===== config.mk =====
export PLATFORM = sky130hd
export DESIGN_NAME = tdm_slot_tracker
export DESIGN_NICKNAME = d
export VERILOG_FILES = /design/src/rtl/tdm_slot_pkg.sv /design/src/rtl/tdm_bit_counter.sv /design/src/rtl/tdm_chain_mux.sv /design/src/rtl/tdm_slot_tracker.sv
export SDC_FILE = /design/constraint.sdc
export NUM_CORES = 1
export LEC_CHECK = 0
export BUFFER_PORTS_ARGS = -buffer_cell sky130_fd_sc_hd__buf_4
export CORE_AREA = 5 5 42 44
export CTS_CLUSTER_SIZE = 12
export DETAILED_ROUTE_END_ITERATION = 16
export DIE_AREA = 0 0 47 49
export PLACE_DENSITY = 0.72
export SLEW_MARGIN = 20
export SYNTH_ARGS = -nofsm -noshare
export SYNTH_HDL_FRONTEND = slang
export SYNTH_SLANG_ARGS = --single-unit
export TNS_END_PERCENT = 30

===== constraint.sdc =====
create_clock -name clk -period 4.4 [get_ports clk]
set_input_delay 0.66 -clock clk [delete_from_list [all_inputs] [get_ports clk]]
set_output_delay 0.66 -clock clk [all_outputs]
set_load 0.1 [all_outputs]

===== src/rtl/tdm_slot_pkg.sv =====
package tdm_slot_pkg;

  // Default word length owned by one device in the frame.
  localparam int unsigned WORD_BITS_DEF = 64;

  // Counter state of the slot tracker.
  typedef enum logic {
    SLOT_IDLE = 1'b0,
    SLOT_BUSY = 1'b1
  } slot_state_e;

endpackage


===== src/rtl/tdm_bit_counter.sv =====
module tdm_bit_counter
  import tdm_slot_pkg::*;
#(
  parameter int unsigned WORD_BITS = WORD_BITS_DEF,
  localparam int unsigned IDX_W = $clog2(WORD_BITS)
) (
  input  logic             clk,
  input  logic             rst_n,
  input  logic             hold_clr,   // synchronous clear (power-down)
  input  logic             start,      // first bit of the word is now on the line
  output logic             busy_o,
  output logic [IDX_W-1:0] cur_idx_o
);

  localparam logic [IDX_W-1:0] TOP_IDX = IDX_W'(WORD_BITS - 1);

  slot_state_e      state_q;
  logic [IDX_W-1:0] cnt_q;

  // The start bit is served in the same period: no latency before the top index.
  always_comb begin
    busy_o    = start || (state_q == SLOT_BUSY);
    cur_idx_o = start ? TOP_IDX : cnt_q;
  end

  always_ff @(posedge clk or negedge rst_n) begin
    if (!rst_n) begin
      state_q <= SLOT_IDLE;
      cnt_q   <= '0;
    end else if (hold_clr) begin
      state_q <= SLOT_IDLE;
      cnt_q   <= '0;
    end else if (start) begin
      state_q <= SLOT_BUSY;
      cnt_q   <= TOP_IDX - IDX_W'(1);
    end else if (state_q == SLOT_BUSY) begin
      if (cnt_q == '0) begin
        state_q <= SLOT_IDLE;
      end else begin
        cnt_q <= cnt_q - IDX_W'(1);
      end
    end
  end

  // once started, the held index only ever moves down by one or restarts.
  p_held_step_r3: assert property (@(posedge clk) disable iff (!rst_n)
    (state_q == SLOT_BUSY && !start && !hold_clr && cnt_q != '0)
      |=> (cnt_q == $past(cnt_q) - IDX_W'(1)));

endmodule


===== src/rtl/tdm_chain_mux.sv =====
module tdm_chain_mux #(
  parameter int unsigned IDX_W = 6
) (
  input  logic             rst_n,
  input  logic             pwr_dn,
  input  logic             chain_in,
  input  logic             slot_active,
  input  logic [IDX_W-1:0] bit_idx,
  output logic             chain_out
);

  logic last_bit;

  always_comb begin
    last_bit = slot_active && (bit_idx == '0);
    if (!rst_n) begin
      chain_out = 1'b0;
    end else if (pwr_dn) begin
      chain_out = chain_in;
    end else begin
      chain_out = last_bit;
    end
  end

endmodule


===== src/rtl/tdm_slot_tracker.sv =====
module tdm_slot_tracker
  import tdm_slot_pkg::*;
#(
  parameter int unsigned WORD_BITS = WORD_BITS_DEF,
  localparam int unsigned IDX_W = $clog2(WORD_BITS)
) (
  input  logic             clk,
  input  logic             rst_n,
  input  logic             pwr_dn,
  input  logic             chain_in,
  output logic             slot_active,
  output logic [IDX_W-1:0] bit_idx,
  output logic             chain_out
);

  localparam logic [IDX_W-1:0] TOP_IDX = IDX_W'(WORD_BITS - 1);

  logic             start;
  logic             cnt_busy;
  logic [IDX_W-1:0] cnt_idx;

  assign start = chain_in && !pwr_dn;

  tdm_bit_counter #(
    .WORD_BITS (WORD_BITS)
  ) u_counter (
    .clk       (clk),
    .rst_n     (rst_n),
    .hold_clr  (pwr_dn),
    .start     (start),
    .busy_o    (cnt_busy),
    .cur_idx_o (cnt_idx)
  );

  // Power-down and reset both mask the slot outputs.
  always_comb begin
    slot_active = cnt_busy && !pwr_dn && rst_n;
    bit_idx     = slot_active ? cnt_idx : '0;
  end

  tdm_chain_mux #(
    .IDX_W (IDX_W)
  ) u_chain (
    .rst_n       (rst_n),
    .pwr_dn      (pwr_dn),
    .chain_in    (chain_in),
    .slot_active (slot_active),
    .bit_idx     (bit_idx),
    .chain_out   (chain_out)
  );

  // nothing leaves the block while reset is held.
  always @(posedge clk) begin
    if (!rst_n) begin
      p_reset_quiet_r1: assert (!chain_out && !slot_active && bit_idx == '0);
    end
  end

  // the pulse period already carries the top bit.
  p_first_bit_r2: assert property (@(posedge clk) disable iff (!rst_n)
    (chain_in && !pwr_dn) |-> (slot_active && bit_idx == TOP_IDX));

  // the index steps down by one unless restarted or powered down.
  p_countdown_r3: assert property (@(posedge clk) disable iff (!rst_n)
    (slot_active && bit_idx != '0 && !pwr_dn)
      |=> (pwr_dn || chain_in || (slot_active && bit_idx == $past(bit_idx) - IDX_W'(1))));

  // the slot closes after its last bit unless a new word begins.
  p_word_end_r4: assert property (@(posedge clk) disable iff (!rst_n)
    (slot_active && bit_idx == '0 && !pwr_dn) |=> (!slot_active || chain_in || pwr_dn));

  // the chain-out pulse is a single clock wide.
  p_out_pulse_r5: assert property (@(posedge clk) disable iff (!rst_n)
    (chain_out && !pwr_dn) |=> (!chain_out || pwr_dn));

  // power-down passes the chain straight through.
  p_bypass_r7: assert property (@(posedge clk) disable iff (!rst_n)
    pwr_dn |-> (chain_out == chain_in));

  // no slot activity while powered down.
  p_pd_idle_r8: assert property (@(posedge clk) disable iff (!rst_n)
    pwr_dn |-> (!slot_active && bit_idx == '0));

endmodule


==> metrics <==
final hold slack=0.216 ns; Yosys warning count=0; clk_skew=0.00282 ns; mux cell area share after synthesis=0.0198; Reg2Reg Setup Slack=2.73 ns; Hold/Removal Path Class=input pin to async pin; fin cells=89; Finished Core Util=0.446; Port Buffer Count=11; worst setup path class=flop to output port; routed vias/inst=5.75; Fmax=413 MHz; crit-path cells=nor4b_1, o2111ai_1, a21boi_0, buf_4; slowest stage delay, CP=0.45 ns; Total Power=0.204 mW; Buf/Inv on CP=1; die area=0.00230 mm2; xor-xnor portion of the synthesized cell area=0; drt pass-1 iters=4; dominant cells by area after synthesis=dfrtp_1 (35%), nor2_1 (6.7%), a21oi_1 (5.0%); RR Endpoint=u_counter.cnt_q[5]$_DFFE_PN0P_; num ports=12; Critical Path End Type=output port; # placed instances=85; outcome=finished, final reports clean; Final Cell Area=624 um2; TritonCTS clock tree=yes; fin crit share=0.550; Worst-Margin Slew=0.440 ns; layout cells sized above 1=0.247; drt total wl=1.23 mm; CTS clk-pin slew, worst paths=0.05 ns; first-pass GRT wire length=1.98 mm; largest net degree at the start of global routing=10; final setup fails=0; Synth Cell Area=505 um2; flops & latches, synth=7; Area growth, synth to finish=23.5%; WL/cell=13.8 um; Root Buffer=clkbuf_4; Cells after Synth=61; clock sink count=7; CP Max Fanout=8; Placed Area=597 um2; worst vdd ir=0.204 mV; vias in the first global route=489; CTS max path bufs=2; Die X=47 um; final setup TNS=0 ns; crit-path leading delay family=flip-flops; Slew headroom=0.703; setup repair bufs after CTS=0; Max-Cap Viols=0; Final ANT Viol Nets=0; Starting Density=0.361; post_cts resized=0; Initial DRC Count=20; synthesized area per cell=8.29 um2; Arr. time, crit path=1.76 ns; reg-to-reg startpoint=u_counter.cnt_q[2]$_DFFE_PN0P_; nets@finish=80; fillers=143; global route overflow=0; Yosys top cell area share=0.347; post-route worst setup slack=1.98 ns; leading area contributor after synthesis=dfrtp_1; post-synthesis compound-gate area fraction=0.262; ant diodes=0; Synth Area in Simple Gates=0.270; crit path time final=2.42 ns; max-slew violation count=0; Core Rows=14; Post-CTS Hold Buffers=0; Register-to-Register Path Depth=3; Clock Latency Late Sink=0.25 ns; synthesized net count=67; Final Hold Viols=0; total number of vias=512; Yosys cell types=25; Die Y=49 um; Critical Path Slowest Stage Cell=dfrtp_1; unrepaired setup endpoints after global routing=no; DR DRC count=0; cts bufs inserted=3; leakage power=0.275 nW; Critical Path RT=3.74 ns; antenna violations before repair=0; gr usage total=0.120; fraction of the mapped netlist area in adder cells=0.0495; pre-CTS setup slack=2.01 ns; Final Wtd Congestion=0.839; H-tree depth=1; main combinational cell family by area after synthesis=simple AND/OR/NAND/NOR gates; Worst Setup Start Kind=flop; Seq/Total Area, Yosys=0.347; power per cell area=327 mW/mm2; core box area=0.00140 mm2; DP HPWL=948 um
## cell usage in the layout (no fill, tap or decap), types with 3 or more instances in the layout
cell type / Yosys / final
buf_4: 0 / 11
nor2_1: 9 / 9
dfrtp_1: 7 / 7
a21oi_1: 5 / 5
inv_1: 4 / 4
nand2_1: 4 / 4
clkbuf_4: 0 / 3
## kinds of logic after synthesis
family | after synthesis
adders and majority gates | 2
DFF | 7
and+or+nand+nor | 25
buffers and inverters | 7
AOI/OAI and AO/OA | 19
muxes | 1
## power by group
part           internal, mW  switching, mW  total, mW  leakage, nW
clock                0.0332         0.0242     0.0574       0.0177
sequential           0.0700        0.00883     0.0789       0.0888
combinational        0.0202         0.0478     0.0680        0.168
## state kept, by name, indices dropped and copies added (netlist names)
| name | flops |
|---|---|
| u_counter.cnt_q | 6 |
| u_counter.state_q | 1 |
## layout make-up
cell class / count / area [um2] / share of cell area
inverter: 4 / 15.0 / 0.0240
clock buffer: 3 / 22.5 / 0.0361
timing repair buffer: 11 / 82.6 / 0.132
tap: 16 / 20.0 / 0.0321
multi-input combinational: 47 / 304 / 0.487
sequential: 7 / 175 / 0.281
clock inverter: 1 / 5.00 / 0.00802
## Yosys cell counts
master / n
nor3_1: 1
a211oi_1: 2
clkbuf_1: 3
nand3_1: 1
ha_1: 2
o31ai_1: 2
o2111ai_1: 1
a21boi_0: 2
or3_1: 2
or4b_4: 1
dfrtp_1: 7
a221oi_1: 1
nand2_1: 4
a31o_2: 2
o21a_1: 2
or4_1: 2
nor2b_1: 1
nor2_1: 9
inv_1: 4
a21oi_1: 5
nor4b_1: 2
mux2i_1: 1
a31oi_1: 2
and3_1: 1
nand2b_1: 1
## routing by layer
layer	part of all wire	GRT usage	wire, um
met1	0.44	0.141	537
met2	0.48	0.179	591
met3	0.063	0.0664	77
met4	0.015	0.0415	18
met5	0	0	0
## worst max-delay path by stage
stage                                   start        end  slack, ns  cells after the start
3_5_place_dp                         chain_in  chain_out       2.01                      5
5_1_grt        u_counter.cnt_q[2]$_DFFE_PN0P_  chain_out       1.85                      4
4_1_cts        u_counter.cnt_q[2]$_DFFE_PN0P_  chain_out       1.97                      4
3_3_place_gp                         chain_in  chain_out       2.06                      5
2_1_floorplan                          pwr_dn  chain_out       0.32                      4
6_report       u_counter.cnt_q[2]$_DFFE_PN0P_  chain_out       1.98                      4
Power figures use the tool's default switching activity.
